[config.mk]
export PLATFORM = sky130hd
export DESIGN_NAME = pds_discovery_seq
export DESIGN_NICKNAME = d
export VERILOG_FILES = /design/src/rtl/pds_pkg.sv /design/src/rtl/pds_counter.sv /design/src/rtl/pds_fsm.sv /design/src/rtl/pds_discovery_seq.sv
export SDC_FILE = /design/constraint.sdc
export NUM_CORES = 1
export LEC_CHECK = 0
export BUFFER_PORTS_ARGS = -buffer_cell sky130_fd_sc_hd__buf_2
export CORE_ASPECT_RATIO = 0.8
export CORE_MARGIN = 4
export CORE_UTILIZATION = 45
export CTS_CLUSTER_DIAMETER = 30
export CTS_CLUSTER_SIZE = 28
export DETAILED_ROUTE_END_ITERATION = 8
export PLACE_DENSITY_LB_ADDON = 0.2
export SLEW_MARGIN = 20
export SYNTH_ARGS = -nofsm -noshare
export SYNTH_HDL_FRONTEND = slang
export SYNTH_SLANG_ARGS = --single-unit
[constraint.sdc]
create_clock -name clk -period 6.6 [get_ports clk]
set_clock_uncertainty 0.15 [all_clocks]
set_input_delay 0.66 -clock clk [delete_from_list [all_inputs] [get_ports clk]]
set_output_delay 0.66 -clock clk [all_outputs]
set_load 0.05 [all_outputs]
[src/rtl/pds_pkg.sv]
package pds_pkg;

    localparam int MGMT_AW = 5;
    localparam int MGMT_DW = 16;

    // register addresses the PHY decodes
    localparam logic [MGMT_AW-1:0] REG_CTRL   = 5'd0;
    localparam logic [MGMT_AW-1:0] REG_STATUS = 5'd1;
    localparam logic [MGMT_AW-1:0] REG_DISC   = 5'd27;

    // bit positions the PHY decodes
    localparam int BIT_AN_EN      = 12;
    localparam int BIT_AN_RESTART = 9;
    localparam int BIT_DISC_EN    = 6;
    localparam int BIT_PD_FLAG    = 4;
    localparam int BIT_LINK       = 2;

    localparam logic [MGMT_DW-1:0] WORD_DISC_ON = MGMT_DW'(1) << BIT_DISC_EN;
    localparam logic [MGMT_DW-1:0] WORD_AN_ON   = MGMT_DW'(1) << BIT_AN_EN;
    localparam logic [MGMT_DW-1:0] WORD_AN_KICK = WORD_AN_ON | (MGMT_DW'(1) << BIT_AN_RESTART);

    typedef enum logic [3:0] {
        ST_BOOT,
        ST_RD_CTRL,
        ST_WR_DISC,
        ST_WR_CTRL,
        ST_FLAG_GAP,
        ST_RD_FLAG,
        ST_RESTART,
        ST_LINK_GAP,
        ST_LINK_RD1,
        ST_LINK_RD2,
        ST_REARM
    } seq_state_e;

    typedef struct packed {
        logic               req;
        logic               we;
        logic [MGMT_AW-1:0] addr;
        logic [MGMT_DW-1:0] wdata;
    } mgmt_cmd_t;

    typedef struct packed {
        seq_state_e state;
        logic       an_prev;
        logic       linked;
        logic       psu;
        logic       st_pwr;
        logic       st_link;
        logic       st_tmo;
        logic       busy;
        mgmt_cmd_t  cmd;
    } seq_reg_t;

    // management command that a state presents while it is current
    function automatic mgmt_cmd_t cmd_for(input seq_state_e s, input logic an_prev,
                                          input logic forced, input logic [MGMT_DW-1:0] force_word);
        mgmt_cmd_t c;
        c = '0;
        case (s)
            ST_RD_CTRL:  begin c.req = 1'b1; c.addr = REG_CTRL; end
            ST_WR_DISC:  begin c.req = 1'b1; c.we = 1'b1; c.addr = REG_DISC; c.wdata = WORD_DISC_ON; end
            ST_WR_CTRL:  begin
                c.req = 1'b1; c.we = 1'b1; c.addr = REG_CTRL;
                c.wdata = an_prev ? WORD_AN_KICK : WORD_AN_ON;
            end
            ST_RD_FLAG:  begin c.req = 1'b1; c.addr = REG_DISC; end
            ST_RESTART:  begin
                c.req = 1'b1; c.we = 1'b1; c.addr = REG_CTRL;
                c.wdata = forced ? force_word : WORD_AN_KICK;
            end
            ST_LINK_RD1,
            ST_LINK_RD2: begin c.req = 1'b1; c.addr = REG_STATUS; end
            ST_REARM:    begin c.req = 1'b1; c.we = 1'b1; c.addr = REG_CTRL; c.wdata = WORD_AN_KICK; end
            default:     c = '0;
        endcase
        return c;
    endfunction

endpackage

[src/rtl/pds_counter.sv]
module pds_counter #(
    parameter int W = 16
) (
    input  logic         clk,
    input  logic         rst_n,
    input  logic         start_i,
    input  logic         stop_i,
    input  logic [W-1:0] limit_i,
    output logic         done_o
);
    logic [W-1:0] cnt_d, cnt_q;
    logic         run_d, run_q;

    assign done_o = run_q && (cnt_q >= limit_i);

    always_comb begin
        cnt_d = cnt_q;
        run_d = run_q;
        if (start_i) begin
            cnt_d = '0;
            run_d = 1'b1;
        end else if (stop_i) begin
            run_d = 1'b0;
        end else if (run_q && !done_o) begin
            cnt_d = cnt_q + W'(1);
        end
    end

    always_ff @(posedge clk) begin
        if (!rst_n) begin
            cnt_q <= '0;
            run_q <= 1'b0;
        end else begin
            cnt_q <= cnt_d;
            run_q <= run_d;
        end
    end
endmodule

[src/rtl/pds_fsm.sv]
module pds_fsm
    import pds_pkg::*;
#(
    parameter logic [MGMT_DW-1:0] FORCE_WORD = 16'h2100
) (
    input  logic               clk,
    input  logic               rst_n,
    input  logic               cfg_forced_mode,
    input  logic [MGMT_DW-1:0] mgmt_rdata,
    input  logic               mgmt_done,
    input  logic               gap_done,
    input  logic               tmo_done,
    output logic               gap_start,
    output logic               tmo_start,
    output logic               tmo_stop,
    output seq_reg_t           st_o
);
    seq_reg_t q, n;
    logic     drop, drop_tmo;

    always_comb begin
        n         = q;
        gap_start = 1'b0;
        tmo_start = 1'b0;
        tmo_stop  = 1'b0;
        drop      = 1'b0;
        drop_tmo  = 1'b0;

        case (q.state)
            ST_BOOT: n.state = ST_RD_CTRL;
            ST_RD_CTRL: if (mgmt_done) begin
                n.an_prev = mgmt_rdata[BIT_AN_EN];
                n.state   = ST_WR_DISC;
            end
            ST_WR_DISC: if (mgmt_done) n.state = ST_WR_CTRL;
            ST_WR_CTRL: if (mgmt_done) begin
                n.state   = ST_FLAG_GAP;
                gap_start = 1'b1;
            end
            ST_FLAG_GAP: if (gap_done) n.state = ST_RD_FLAG;
            ST_RD_FLAG: if (mgmt_done) begin
                if (mgmt_rdata[BIT_PD_FLAG]) begin
                    n.psu     = 1'b1;
                    n.st_pwr  = 1'b1;
                    n.linked  = 1'b0;
                    tmo_start = 1'b1;
                    n.state   = ST_RESTART;
                end else begin
                    n.state   = ST_FLAG_GAP;
                    gap_start = 1'b1;
                end
            end
            ST_RESTART: if (mgmt_done) begin
                n.state   = ST_LINK_GAP;
                gap_start = 1'b1;
            end
            ST_LINK_GAP: begin
                if (!q.linked && tmo_done) begin
                    drop     = 1'b1;
                    drop_tmo = 1'b1;
                end else if (gap_done) begin
                    n.state = ST_LINK_RD1;
                end
            end
            ST_LINK_RD1: if (mgmt_done) n.state = ST_LINK_RD2;
            ST_LINK_RD2: if (mgmt_done) begin
                if (mgmt_rdata[BIT_LINK]) begin
                    if (!q.linked) begin
                        n.linked  = 1'b1;
                        n.st_link = 1'b1;
                        tmo_stop  = 1'b1;
                    end
                    n.state   = ST_LINK_GAP;
                    gap_start = 1'b1;
                end else if (q.linked) begin
                    drop = 1'b1;
                end else if (tmo_done) begin
                    drop     = 1'b1;
                    drop_tmo = 1'b1;
                end else begin
                    n.state   = ST_LINK_GAP;
                    gap_start = 1'b1;
                end
            end
            ST_REARM: if (mgmt_done) begin
                n.state   = ST_FLAG_GAP;
                gap_start = 1'b1;
            end
            default: n.state = ST_BOOT;
        endcase

        if (drop) begin
            n.psu    = 1'b0;
            n.linked = 1'b0;
            tmo_stop = 1'b1;
            n.state  = ST_REARM;
            if (drop_tmo) n.st_tmo = 1'b1;
        end

        n.cmd  = cmd_for(n.state, n.an_prev, cfg_forced_mode, FORCE_WORD);
        n.busy = !(n.state == ST_FLAG_GAP || n.state == ST_LINK_GAP);
    end

    always_ff @(posedge clk) begin
        if (!rst_n) begin
            q       <= '0;
            q.state <= ST_BOOT;
            q.busy  <= 1'b1;
        end else begin
            q <= n;
        end
    end

    assign st_o = q;
endmodule

[src/rtl/pds_discovery_seq.sv]
module pds_discovery_seq
    import pds_pkg::*;
#(
    parameter int                 TMO_W      = 32,
    parameter int                 GAP_W      = 16,
    parameter logic [MGMT_DW-1:0] FORCE_WORD = 16'h2100
) (
    input  logic               clk,
    input  logic               rst_n,
    input  logic               cfg_forced_mode,
    input  logic [TMO_W-1:0]   cfg_timeout,
    input  logic [GAP_W-1:0]   cfg_poll_gap,
    output logic               mgmt_req,
    output logic               mgmt_we,
    output logic [MGMT_AW-1:0] mgmt_addr,
    output logic [MGMT_DW-1:0] mgmt_wdata,
    input  logic [MGMT_DW-1:0] mgmt_rdata,
    input  logic               mgmt_done,
    output logic               psu_en,
    output logic               busy,
    output logic               sticky_powered,
    output logic               sticky_link,
    output logic               sticky_timeout
);
    seq_reg_t st;
    logic     gap_start, gap_done;
    logic     tmo_start, tmo_stop, tmo_done;

    pds_fsm #(.FORCE_WORD(FORCE_WORD)) u_fsm (
        .clk             (clk),
        .rst_n           (rst_n),
        .cfg_forced_mode (cfg_forced_mode),
        .mgmt_rdata      (mgmt_rdata),
        .mgmt_done       (mgmt_done),
        .gap_done        (gap_done),
        .tmo_done        (tmo_done),
        .gap_start       (gap_start),
        .tmo_start       (tmo_start),
        .tmo_stop        (tmo_stop),
        .st_o            (st)
    );

    pds_counter #(.W(GAP_W)) u_gap (
        .clk     (clk),
        .rst_n   (rst_n),
        .start_i (gap_start),
        .stop_i  (1'b0),
        .limit_i (cfg_poll_gap),
        .done_o  (gap_done)
    );

    pds_counter #(.W(TMO_W)) u_tmo (
        .clk     (clk),
        .rst_n   (rst_n),
        .start_i (tmo_start),
        .stop_i  (tmo_stop),
        .limit_i (cfg_timeout),
        .done_o  (tmo_done)
    );

    assign mgmt_req       = st.cmd.req;
    assign mgmt_we        = st.cmd.we;
    assign mgmt_addr      = st.cmd.addr;
    assign mgmt_wdata     = st.cmd.wdata;
    assign psu_en         = st.psu;
    assign busy           = st.busy;
    assign sticky_powered = st.st_pwr;
    assign sticky_link    = st.st_link;
    assign sticky_timeout = st.st_tmo;
endmodule

==> impl_metrics.json <==
{
  "clock_sinks": 69,
  "die-area_sq_mm": 0.0121,
  "power.density_mw_per_mm2": 204,
  "setup_viol": 0,
  "die_width_microns": 122,
  "cts_setup_buffers": 0,
  "routed_wl_microns": 9980,
  "ys_types": 67,
  "grt_overflow_total": 0,
  "whs_path_depth": 2,
  "insertion_delay_ns": 0.33,
  "clock.fmax_ghz": 0.288,
  "cts_tree": "built",
  "worstPathBufferInverterCount": 3,
  "min_from": "u_fsm.st_o[24]$_SDFFE_PN0P_",
  "holdPathEnd": "u_fsm.st_o[24]$_SDFFE_PN0P_",
  "slowest_delay_ns": 0.58,
  "crit_slowest_cell": "nor4_1",
  "firstDrtPassIters": 5,
  "fin_ws_ns": 3.13,
  "multi_input_area_sq_mm": 0.00288,
  "maxCapViolations": 0,
  "crit_chain": "buf_2, inv_1, ha_1, nand4_1, nor4_1, inv_1, a311oi_2, o31a_1, nor3_1, nor4b_1, a311oi_1",
  "antennaDiodeCount": 0,
  "yosys-top-cells-area": "dfxtp_1, ha_1, nor2_1",
  "drtIter0Drc": 222,
  "r2r-start": "u_tmo.cnt_q[27]$_SDFFE_PP0P_",
  "core_area_sq_mm": 0.0102,
  "setup_tns_ns": 0,
  "fill_cells": 1035,
  "grt_pass1_wl_microns": 17300,
  "grt_pass1_vias": 3803,
  "grt_usage_pct": 17.3,
  "critPathMaxFanout": 10,
  "netlist_area_sq_mm": 0.00468,
  "switchingPower_w": 0.000273,
  "synth-edff-count": 0,
  "worst_pin_slew_ns": 0.770,
  "post-synth-top-count-cell": "nor2_1",
  "cts_resized": 0,
  "async_flop_share_pct": 0,
  "grt_max_degree": 33,
  "p_leak_nw": 2.49,
  "min_period_ns": 3.47,
  "fin_crit_sh_pct": 52.6,
  "fp-row-count": 33,
  "syn_inst": 575,
  "ios": 96,
  "vias_per_cell": 5.14,
  "p_comb_share_pct": 12.0,
  "drc": 0,
  "antenna_found_initial": 0,
  "final_max_slew_viol_count": 0,
  "clkTransAtPathRegs_ns": 0.05,
  "netlist_top_cells_count": "nor2_1, dfxtp_1, inv_1",
  "hold_buffers": 0,
  "ant_nets": 0,
  "cts_made_buffers": 9,
  "synth_seq_cells": 69,
  "worstSetupPathType": "in -> reg",
  "r2r_setup_slack_ns": 3.20,
  "p_int_w": 0.000821,
  "yosysTopAreaCellShare_pct": 29.5,
  "syn_avg_cell_area_sq_um": 8.14,
  "critPathCaptureType": "flip-flop",
  "hold_viol": 0,
  "route.vias.total": 3989,
  "finalNetCount": 749,
  "cts_max_path_buffers": 2,
  "reg2reg_to": "u_fsm.st_o[22]$_SDFF_PN0_",
  "relSlewSlack_pct": 48.2,
  "switching_share_pct": 24.9,
  "port_buffers": 70,
  "p_clk_share_pct": 48.5,
  "cpMostUsedCell": "inv_1",
  "yosysSeqAreaShare_pct": 29.5,
  "ys.flop_type": "dfxtp_1",
  "die_y_microns": 99.2,
  "drive_above_1_share_pct": 16.8,
  "yosysWarnings": 0,
  "start_util_pct": 45.9,
  "gp_congestion": 0.876,
  "place_ws_ns": 2.79,
  "outcome": "completed",
  "cp_data_required_time_ns": 6.63,
  "rsz0062_at_grt": "false",
  "arrival_ns": 3.51,
  "critPathTopFamily": "simple AND/OR/NAND/NOR gates",
  "hold_path.class": "reg -> reg",
  "yosysTopAreaCell": "dfxtp_1",
  "seq_area_sq_mm": 0.00138,
  "vdd_drop_max_mv": 0.139,
  "syn2layout_area_growth_pct": 14.7,
  "start_kind": "input port",
  "htreeDepth": 3,
  "rr_worst_depth": 9,
  "clockRootBuffer": "clkbuf_16",
  "routedWlPerCell_microns": 12.9,
  "place_hpwl_microns": 7730,
  "pwr-share-seq_pct": 39.4
}
==> state kept, by name, summed over array words and instances (netlist names) <==
name	count
u_fsm.st_o	19
u_gap.cnt_q	16
u_tmo.run_q	1
u_tmo.cnt_q	32
u_gap.run_q	1
==> stage by stage <==
stage / area [sq um] / std cells / hold WS (ns) / util [%] / total power, W
6_report: 5370 / 776 / 0.300 / 52.6 / 0.00109
5_1_grt: 5370 / 776 / 0.309 / 52.6 / 0.00114
4_1_cts: 5370 / 776 / 0.302 / 52.6 / 0.00111
3_5_place_dp: 5030 / 760 / 0.287 / 49.3 / 0.000572
3_3_place_gp: 5030 / 760 / 0.290 / 49.3 / 0.000569
2_1_floorplan: 4720 / 586 / 0.325 / - / 0.000546
==> layout make-up <==
type	instances	area share [%]
multi-input combinational	416	53.6
tap	140	3.26
timing repair buffer	71	6.67
clock inverter	5	1.52
sequential	69	25.7
inverter	64	4.48
clock buffer	11	4.71
==> cells by family (layout without fill, tap and decap cells) <==
group / count (synthesis) / count (layout) / synth area share, %
other: 1 / 12 / 0.0801
and+or+nand+nor: 208 / 208 / 22.9
adders and majority gates: 50 / 50 / 13.4
xor gates and xnor gates: 44 / 44 / 8.24
muxes: 3 / 3 / 0.668
AOI/OAI and AO/OA: 99 / 99 / 15.4
DFF: 69 / 69 / 29.5
buffers and inverters: 101 / 151 / 9.87
==> power by group through the flow <==
stage	registers (W)	logic, W	clock network, W
final	0.000431	0.000131	0.000531
after global routing	0.000432	0.000147	0.000560
after CTS	0.000431	0.000132	0.000544
after detailed placement	0.000440	0.000132	0
after global placement	0.000440	0.000129	0
after floorplan	0.000443	0.000103	0
==> worst register-to-register path, stage by stage (launching register included) <==
cell and delay (ns):
dfxtp_1 0.35, ha_1 0.33, nand4_1 0.18, nor4_1 0.58, inv_1 0.19, a311oi_2 0.43
o31a_1 0.48, nor3_1 0.20, nor4b_1 0.29, a311oi_1 0.08
==> worst max path at each step <==
stage,startpoint,endpoint,slack [ns],depth (start not counted)
floorplan,cfg_timeout[15],u_fsm.st_o[22]$_SDFF_PN0_,3.39,10
global placement,cfg_timeout[27],u_tmo.cnt_q[25]$_SDFFE_PP0P_,2.78,11
detailed placement,cfg_timeout[27],u_tmo.cnt_q[25]$_SDFFE_PP0P_,2.79,11
CTS,cfg_timeout[27],u_tmo.cnt_q[25]$_SDFFE_PP0P_,3.12,11
global route,cfg_timeout[27],u_tmo.cnt_q[29]$_SDFFE_PP0P_,2.83,11
finish,cfg_timeout[27],u_fsm.st_o[22]$_SDFF_PN0_,3.13,11
==> layer usage <==
metal | GRT usage (%) | vias up | part of all wire [%]
met2 | 27.3 | 90 | 46
met5 | 0 | - | 0
met3 | 3.18 | 12 | 5.0
li1 | - | 2081 | -
met1 | 23.9 | 1806 | 48
met4 | 5.94 | 0 | 1.0
==> placed cells by master, fill, tap and decap left out, types with 17 or more instances in the layout <==
| master | netlist | layout |
|---|---|---|
| nand4_1 | 20 | 20 |
| nand2_1 | 29 | 29 |
| o21ai_0 | 17 | 17 |
| nand3_1 | 23 | 23 |
| a21oi_1 | 26 | 26 |
| buf_2 | 0 | 70 |
| dfxtp_1 | 69 | 69 |
| nor2_1 | 73 | 73 |
| ha_1 | 50 | 50 |
| xor2_1 | 29 | 29 |
| inv_1 | 64 | 64 |
Power figures use the tool's default switching activity.
